--- config.mk ---
export PLATFORM = sky130hd
export DESIGN_NAME = vote_uart_rx
export DESIGN_NICKNAME = d
export VERILOG_FILES = /design/src/rtl/vurx_pkg.sv /design/src/rtl/vurx_line_sync.sv /design/src/rtl/vurx_bit_sampler.sv /design/src/rtl/vurx_frame_ctrl.sv /design/src/rtl/vote_uart_rx.sv
export SDC_FILE = /design/constraint.sdc
export NUM_CORES = 1
export LEC_CHECK = 0
export CORE_ASPECT_RATIO = 0.75
export CORE_UTILIZATION = 45
export DETAILED_ROUTE_END_ITERATION = 6
export DONT_BUFFER_PORTS = 1
export GPL_TIMING_DRIVEN = 1
export HOLD_SLACK_MARGIN = 0.12
export PLACE_DENSITY_LB_ADDON = 0.3
export SYNTH_ARGS = -nofsm -noshare
export SYNTH_HDL_FRONTEND = slang
export SYNTH_SLANG_ARGS = --single-unit
--- constraint.sdc ---
create_clock -name clk -period 4.4 [get_ports clk]
set_input_delay 0.22 -clock clk [delete_from_list [all_inputs] [get_ports clk]]
set_output_delay 0.22 -clock clk [all_outputs]
set_load 0.02 [all_outputs]
--- src/rtl/vurx_pkg.sv ---
package vurx_pkg;

    localparam int DATA_BITS = 8;
    localparam int OVERSAMPLE = 16;
    localparam int SHIFT_W = DATA_BITS + 1;

    typedef enum logic {
        RX_IDLE = 1'b0,
        RX_BUSY = 1'b1
    } rx_state_e;

    typedef struct packed {
        logic [DATA_BITS-1:0] data;
        logic                 stop;
    } rx_word_t;

    function automatic logic vote3(input logic a, input logic b, input logic c);
        return (a & b) | (a & c) | (b & c);
    endfunction

endpackage

--- src/rtl/vurx_line_sync.sv ---
module vurx_line_sync (
    input  logic clk,
    input  logic rst,
    input  logic tick,
    input  logic line_in,
    output logic line_s,
    output logic fall_evt
);
    logic meta_q;
    logic sync_q;
    logic prev_q;

    always_ff @(posedge clk) begin
        if (rst) begin
            meta_q <= 1'b1;
            sync_q <= 1'b1;
            prev_q <= 1'b1;
        end else begin
            meta_q <= line_in;
            sync_q <= meta_q;
            if (tick) prev_q <= sync_q;
        end
    end

    assign line_s   = sync_q;
    assign fall_evt = tick & prev_q & ~sync_q;

endmodule

--- src/rtl/vurx_bit_sampler.sv ---
module vurx_bit_sampler #(
    parameter int OVER = vurx_pkg::OVERSAMPLE
) (
    input  logic clk,
    input  logic rst,
    input  logic tick,
    input  logic line_s,
    input  logic restart,
    input  logic active,
    output logic vote_valid,
    output logic vote_bit
);
    localparam int CW  = $clog2(OVER);
    localparam int MID = OVER / 2;

    logic [CW-1:0] cnt_q;
    logic          samp_a_q;
    logic          samp_b_q;

    always_ff @(posedge clk) begin
        if (rst) begin
            cnt_q      <= '0;
            samp_a_q   <= 1'b1;
            samp_b_q   <= 1'b1;
            vote_valid <= 1'b0;
            vote_bit   <= 1'b1;
        end else begin
            vote_valid <= 1'b0;
            if (restart) begin
                cnt_q <= '0;
            end else if (active && tick) begin
                if (cnt_q == CW'(OVER - 1)) cnt_q <= '0;
                else                        cnt_q <= cnt_q + 1'b1;
                if (cnt_q == CW'(MID - 1)) samp_a_q <= line_s;
                if (cnt_q == CW'(MID))     samp_b_q <= line_s;
                if (cnt_q == CW'(MID + 1)) begin
                    vote_valid <= 1'b1;
                    vote_bit   <= vurx_pkg::vote3(samp_a_q, samp_b_q, line_s);
                end
            end
        end
    end

    // a decision is a single-cycle pulse, never two in a row
    assert_vote_single_R2: assert property (@(posedge clk) disable iff (rst)
        vote_valid |=> !vote_valid);

endmodule

--- src/rtl/vurx_frame_ctrl.sv ---
module vurx_frame_ctrl
    import vurx_pkg::*;
(
    input  logic                 clk,
    input  logic                 rst,
    input  logic                 fall_evt,
    input  logic                 rx_enable,
    input  logic                 mp_mode,
    input  logic                 done_clr,
    input  logic                 vote_valid,
    input  logic                 vote_bit,
    output logic                 restart,
    output logic                 active,
    output logic [DATA_BITS-1:0] rx_data,
    output logic                 rx_stop,
    output logic                 rx_done
);
    localparam logic [SHIFT_W-1:0] FILL = '1;

    rx_state_e            state_q;
    logic [SHIFT_W-1:0]   shreg_q;
    rx_word_t             word_q;
    logic                 done_q;
    logic [DATA_BITS-1:0] byte_lsb;
    logic                 start_bad;
    logic                 last_shift;
    logic                 accept;

    for (genvar g = 0; g < DATA_BITS; g++) begin : g_order
        assign byte_lsb[g] = shreg_q[DATA_BITS-1-g];
    end

    assign restart    = (state_q == RX_IDLE) && rx_enable && fall_evt;
    assign active     = (state_q == RX_BUSY);
    assign start_bad  = (shreg_q == FILL) && vote_bit;
    assign last_shift = !shreg_q[SHIFT_W-1];
    assign accept     = !done_q && (!mp_mode || vote_bit);

    always_ff @(posedge clk) begin
        if (rst) begin
            state_q <= RX_IDLE;
            shreg_q <= FILL;
            word_q  <= '0;
            done_q  <= 1'b0;
        end else begin
            if (done_clr) done_q <= 1'b0;
            case (state_q)
                RX_IDLE: begin
                    if (restart) begin
                        state_q <= RX_BUSY;
                        shreg_q <= FILL;
                    end
                end
                RX_BUSY: begin
                    if (vote_valid) begin
                        if (start_bad) begin
                            state_q <= RX_IDLE;
                        end else if (last_shift) begin
                            state_q <= RX_IDLE;
                            if (accept) begin
                                word_q.data <= byte_lsb;
                                word_q.stop <= vote_bit;
                                done_q      <= 1'b1;
                            end
                        end else begin
                            shreg_q <= {shreg_q[SHIFT_W-2:0], vote_bit};
                        end
                    end
                end
                default: state_q <= RX_IDLE;
            endcase
        end
    end

    assign rx_data = word_q.data;
    assign rx_stop = word_q.stop;
    assign rx_done = done_q;

    // flag holds until cleared
    assert_done_holds_R5: assert property (@(posedge clk) disable iff (rst)
        (rx_done && !done_clr) |=> rx_done);

    // no new frame lands while the flag is set
    assert_no_update_while_done_R5: assert property (@(posedge clk) disable iff (rst)
        rx_done |=> ($stable(rx_data) && $stable(rx_stop)));

    // multiprocessor filter only passes frames with a high stop bit
    assert_mp_filter_R6: assert property (@(posedge clk) disable iff (rst)
        $rose(rx_done) |-> (!$past(mp_mode) || rx_stop));

    // bit decisions from the sampler arrive only inside a frame
    assert_vote_in_frame_R2: assert property (@(posedge clk) disable iff (rst)
        vote_valid |-> (state_q == RX_BUSY));

    // a completed frame always returns to waiting
    assert_return_idle_R8: assert property (@(posedge clk) disable iff (rst)
        (active && vote_valid && last_shift) |=> (state_q == RX_IDLE));

endmodule

--- src/rtl/vote_uart_rx.sv ---
module vote_uart_rx #(
    parameter int OVER = vurx_pkg::OVERSAMPLE
) (
    input  logic                           clk,
    input  logic                           rst,
    input  logic                           tick16,
    input  logic                           rx_line,
    input  logic                           rx_enable,
    input  logic                           mp_mode,
    input  logic                           done_clr,
    output logic [vurx_pkg::DATA_BITS-1:0] rx_data,
    output logic                           rx_stop,
    output logic                           rx_done
);
    logic line_s;
    logic fall_evt;
    logic restart;
    logic active;
    logic vote_valid;
    logic vote_bit;

    vurx_line_sync u_sync (
        .clk      (clk),
        .rst      (rst),
        .tick     (tick16),
        .line_in  (rx_line),
        .line_s   (line_s),
        .fall_evt (fall_evt)
    );

    vurx_bit_sampler #(.OVER(OVER)) u_samp (
        .clk        (clk),
        .rst        (rst),
        .tick       (tick16),
        .line_s     (line_s),
        .restart    (restart),
        .active     (active),
        .vote_valid (vote_valid),
        .vote_bit   (vote_bit)
    );

    vurx_frame_ctrl u_ctrl (
        .clk        (clk),
        .rst        (rst),
        .fall_evt   (fall_evt),
        .rx_enable  (rx_enable),
        .mp_mode    (mp_mode),
        .done_clr   (done_clr),
        .vote_valid (vote_valid),
        .vote_bit   (vote_bit),
        .restart    (restart),
        .active     (active),
        .rx_data    (rx_data),
        .rx_stop    (rx_stop),
        .rx_done    (rx_done)
    );

endmodule

; Yosys cells after proc, flatten, opt, wreduce, memory -nomap -nowiden
; Cells that the tools add are included.
[classes]
eq_ne = 9
bitwise_logic = 13
add_sub_neg = 1
mux = 18
reduce_logical = 16
[op_table]
columns = op, n
row1 = two-way mux 9 bit, 4
row2 = case mux 9 bit (2 select lines), 1
row3 = "equality test 4 bit, second input constant", 3
row4 = AND reduction 3 bit, 4
row5 = two-way mux 1 bit, 11
row6 = "equality test 9 bit, second input constant", 1
row7 = "inequality test 2 bit, second input constant", 4
row8 = NOT 1 bit, 6
row9 = AND 1 bit, 5
row10 = logical AND 1 bit, 5
row11 = AND reduction 5 bit, 1
row12 = "adder 4 x 1 -> 4 bit, second input constant", 1
row13 = "equality test 4 x 3 -> 1 bit, second input constant", 1
row14 = two-way mux 4 bit, 1
row15 = AND reduction 4 bit, 1
row16 = OR reduction 3 bit, 1
row17 = logical NOT 1 bit, 2
row18 = OR 1 bit, 2
row19 = case mux 1 bit (2 select lines), 1
row20 = OR reduction 2 bit, 1
row21 = logical OR 1 bit, 1
[totals]
input_bits = 7
word_cells = 71
regBits = 31
output_inout_bits = 10

; Logic depth before layout (Yosys ltp)
[logic_depth]
ltp_word = 8
ltp_mapped = 5
ltp_nobuf = 4

; Modules after synthesis
; A second synthesis with hierarchy kept.
[unflattened]
hier_cells = 132
area_unflattened_um2 = 1310.0
[modules_own_cells]
columns = module, cells_each, seq_area_each_um2, n_inst, area_each_um2
row1 = vurx_frame_ctrl, 81, 400.4, 1, 790.8
row2 = vurx_bit_sampler, 43, 160.2, 1, 421.7
row3 = vurx_line_sync, 8, 60.1, 1, 97.6

; Least setup slack after synthesis
; Ideal clock, no wire load.
[synth_timing]
kind = flip-flop to flip-flop
start = reg u_sync.sync_q, in the netlist u_sync.line_s
end = reg u_ctrl.shreg_q[3]
period_less_slack_ns = 1.399
path_buffers = 2
setup_time_ns = 0.122
arrival_ns = 1.277
required_ns = 4.278
path_stages_with_launch = 6
setup_slack_ns = 3.001
path_cell_list = dfxtp_1 and4b_1 buf_6 a21o_1 buf_6 o32a_1
[synth_via]
elab_chain_cells = 5
[synth_lines]
columns = item, line_no
row1 = "start, declared", vurx_line_sync.sv:10  ; logic sync_q;
row2 = "start signal, assigned", vurx_line_sync.sv:20  ; sync_q <= meta_q;
row3 = NOT 1 bit, vurx_line_sync.sv:26  ; assign fall_evt = tick & prev_q & ~sync_q;
row4 = AND 1 bit, vurx_line_sync.sv:26
row5 = logical AND 1 bit, vurx_frame_ctrl.sv:33  ; assign restart = (state_q == RX_IDLE) && rx_enable && fall_evt;
row6 = inequality test 2 bit (no line), n/a
row7 = AND reduction 4 bit (no line), n/a
row8 = "end signal, assigned", vurx_frame_ctrl.sv:66  ; shreg_q <= {shreg_q[SHIFT_W-2:0], vote_bit};
row9 = "end, declared", vurx_frame_ctrl.sv:21  ; logic [SHIFT_W-1:0] shreg_q;
; No other way between the ends.
; A chain may end at the register's enable or synchronous reset.

; Worst setup path after layout
[layout_timing]
start = reg u_ctrl.state_q, in the netlist u_ctrl.active
end = reg u_ctrl.word_q (netlist bit u_ctrl.rx_data[5])
[layout_via]
elab_chain_cells = 1
[layout_lines]
columns = item, line_no
row1 = "start, declared", vurx_frame_ctrl.sv:20  ; rx_state_e state_q;
row2 = "start signal, assigned", vurx_frame_ctrl.sv:41  ; state_q <= RX_IDLE;
row3 = "start signal, assigned", vurx_frame_ctrl.sv:50  ; state_q <= RX_BUSY;
row4 = "start signal, assigned", vurx_frame_ctrl.sv:57  ; state_q <= RX_IDLE;
row5 = AND reduction 5 bit (no line), n/a
row6 = "end, declared", vurx_frame_ctrl.sv:22  ; rx_word_t word_q;
; No other way between the ends.

==> flow_metrics.env <==
export IMPL_vias_in_the_first_global_route=967
export IMPL_fin_crit_sh=0.481
export IMPL_viasPerCell=5.99
export IMPL_hpwlAfterDp_um=1770
export IMPL_h_tree_depth=2
export IMPL_clk_path_buf_depth=2
export IMPL_cap_viol_max_count=0
export IMPL_netlist_top_cells_area="dfxtp_1 (47%), a21oi_1 (5.3%), nand3_1 (4.2%)"
export IMPL_worst_hold_path_num_cells=2
export IMPL_grt_met3_usage=0.101
export IMPL_initial_core_util=0.489
export IMPL_root_buffer="clkbuf_8"
export IMPL_antenna_cells_inserted=0
export IMPL_power_density_nw_per_um2=355
export IMPL_clock_latency_ns=0.27
export IMPL_yosysSeqAreaShare=0.473
export IMPL_use_met2=0.246
export IMPL_coreArea_um2=2680
export IMPL_cts_resized=0
export IMPL_fin_skew_ns=0.00470
export IMPL_hold_buffers=3
export IMPL_routabilityCongestion=0.846
export IMPL_synth_area_per_cell_um2=9.23
export IMPL_worstSetupEndpointType="flip-flop"
export IMPL_grt_start_max_net_pins=22
export IMPL_grt_pass1_wl_um=4440
export IMPL_detailedRoute_firstPassIterationCount=5
export IMPL_worstSetupStartpointType="flip-flop"
export IMPL_dieWidth_um=64.3
export IMPL_count_of_input_and_output_buffers=0
export IMPL_ant_nets=0
export IMPL_rsz_0062_raised_after_global_routing="false"
export IMPL_slew_viol_final=0
export IMPL_clock_sinks=31
export IMPL_setup_worst_path_class="reg2reg"
export IMPL_finalSetupViolations=0
export IMPL_cp_data_required_time_ns=4.60
export IMPL_whs_endpoint="u_ctrl.shreg_q[2]"
export IMPL_tritoncts="yes"
export IMPL_synthCells=142
export IMPL_antenna_found_initial=0
export IMPL_timing_critical_path_slowest_stage_cell="nor4bb_1"
export IMPL_ir_worst_vdd_uv=201
export IMPL_crit_arrival_ns=2.32
export IMPL_finalSetupTns_ns=0
export IMPL_worst_slew_pin_transition_ns=1.27
export IMPL_synth_lib_cells_used_distinct=35
export IMPL_total_leakage_power_nw=0.509
export IMPL_synth_net_count=152
export IMPL_num_fill_cells=250
export IMPL_std_cell_rows=16
export IMPL_gr_usage_all_layers=0.189
export IMPL_final_hold_viol_count=0
export IMPL_synth_edff_count=0
export IMPL_crit_path_max_fanout=14
export IMPL_cts_made_buffers=5
export IMPL_timing_critical_path_cells="nor4bb_1 -> nand3_1 -> a21oi_1"
export IMPL_r2r_slack_ns=2.28
export IMPL_cts_reportedPaths_clkPinSlew_ns=0.06
export IMPL_area_growth_synth_to_final_pct=8.02
export IMPL_cpPeakStageDelay_ns=1.11
export IMPL_syn_cell_area_um2=1310
export IMPL_met1_track_usage_gr=0.271
export IMPL_worstHoldPathType="in2reg"
export IMPL_postSynth_asyncResetShare=0
export IMPL_yosys_register_bits=31
export IMPL_destination_of_the_worst_register_to_register_timing_path="u_ctrl.rx_data[5]"
export IMPL_yosys_most_used_dff="dfxtp_1"
export IMPL_layout_drive_gt1_share=0.0625
export IMPL_route_detailed_drc=0
export IMPL_hold_start="rst"
export IMPL_totalPowerFinal_w=0.000502
export IMPL_top_level_ports=17
export IMPL_dieHeight_um=48.8
export IMPL_grt_busiest_layer="met1"
export IMPL_num_vias=1078
export IMPL_fraction_of_synthesized_cell_area_taken_by_the_top_area_cell_type=0.473
export IMPL_max_slew_margin_rel=0.145
export IMPL_rr_worst_depth=3
export IMPL_grt_remaining_overflow=0
export IMPL_drt_initial_violations=58
export IMPL_die_area_um2=3140
export IMPL_post_synth_top_area_cell="dfxtp_1"
export IMPL_detail_route_wirelength_um=2670
export IMPL_detail_route_wl_per_cell_um=14.8
export IMPL_total_number_of_yosys_warnings=0
export IMPL_final_period_minus_worst_setup_slack_ns=2.12
export IMPL_crit_reg2reg_launch="u_ctrl.active"
export IMPL_outcome="finished clean"
export IMPL_post_cts_repair_setup_buffers=0
export IMPL_maxClockFrequency_mhz=472
export IMPL_final_nets=153
-- synthesized netlist by cell type (4+ instances only) --
library cell,n
o32a_1,4
nor2b_1,4
a21oi_1,14
nand3_1,11
nand2_1,8
dfxtp_1,31
clkbuf_1,5
nor2_1,8
o21ai_0,10
-- where the power goes --
part	total [W]	internal (W)	switching, W
logic	0.0000118	0.00000527	0.00000651
registers	0.000284	0.000282	0.00000158
clock network	0.000207	0.000111	0.0000959
-- how the worst max path moves through the flow --
stage / start / cells past startpoint / slack, ns / to
floorplan: u_sync.line_s / 5 / 3.00 / u_ctrl.shreg_q[3]
global placement: u_ctrl.active / 3 / 2.42 / u_ctrl.rx_data[1]
detailed placement: u_ctrl.active / 3 / 2.35 / u_ctrl.rx_data[5]
CTS: u_ctrl.active / 3 / 2.34 / u_ctrl.rx_data[5]
global route: u_ctrl.active / 3 / 2.14 / u_ctrl.rx_data[5]
finish: u_ctrl.active / 3 / 2.28 / u_ctrl.rx_data[5]
-- registers in the layout (all words and copies together) (netlist names) --
register	flops
u_ctrl.active	1
u_ctrl.rx_data	8
u_samp.samp_b_q	1
u_sync.prev_q	1
u_sync.line_s	1
u_ctrl.rx_done	1
u_ctrl.rx_stop	1
u_sync.meta_q	1
u_ctrl.shreg_q	9
u_samp.cnt_q	4
u_samp.vote_valid	1
u_samp.samp_a_q	1
u_samp.vote_bit	1
-- critical path, delay by kind of cell (launching register included) --
kind,cells,cell delay (ns)
AO/OA/AOI/OAI,1,0.18
AND/OR/NAND/NOR,2,1.31
flip-flops,1,0.56
-- layout by cell type (no fill, tap or decap), types with 2 or more instances in the layout --
cell type      instances
clkbuf_8               5
nand3_1               11
a21boi_0               2
o32a_1                 4
a21oi_1               14
o21bai_1               3
and3_1                 3
or2_2                  2
nor2_1                 8
ha_1                   3
a311o_1                3
and4b_1                2
nand4_1                2
a21o_1                 2
nor2b_1                4
clkbuf_1               2
nand2b_1               3
nand2_1                8
a211oi_1               3
dfxtp_1               31
dlygate4sd3_1          3
o21ai_0               10
inv_1                  3
-- stage by stage --
stage	hold WS, ns	setup slack, ns	cells	utilization	instance area [um^2]
finish	0.131	2.28	180	0.528	1420
global route	0.150	2.14	180	0.528	1420
CTS	0.122	2.34	180	0.528	1420
detailed placement	0.295	2.35	169	0.486	1310
global placement	0.294	2.42	169	0.486	1310
floorplan	0.324	3.00	142	-	1310
-- layer usage --
layer	up-vias	share of wire	routed length (um)
met3	2	0.079	210
met2	43	0.41	1100
li1	524	-	-
met5	-	0	0
met1	509	0.51	1360
met4	0	0.0015	4
-- cells by family (layout without fill, tap and decap cells) --
family / Yosys count / in the layout / synth area share
AO/OA/AOI/OAI: 47 / 47 / 0.240
AND/OR/NAND/NOR: 47 / 47 / 0.196
flip-flops: 31 / 31 / 0.473
buffers and inverters: 12 / 14 / 0.0477
adder cells (fa/ha/maj): 4 / 4 / 0.0363
XOR/XNOR: 1 / 1 / 0.00668
-- layout make-up --
| cell class | instances | area [um^2] | area share |
|---|---|---|---|
| well taps | 36 | 45.0 | 0.0318 |
| clock inverters | 1 | 5.00 | 0.00353 |
| clock buffers | 7 | 76.3 | 0.0539 |
| repair buffers | 3 | 30.0 | 0.0212 |
| multi-input cells | 99 | 628 | 0.443 |
| flip-flops and latches | 31 | 621 | 0.438 |
| inverters | 3 | 11.3 | 0.00795 |
Power figures use the tool's default switching activity.
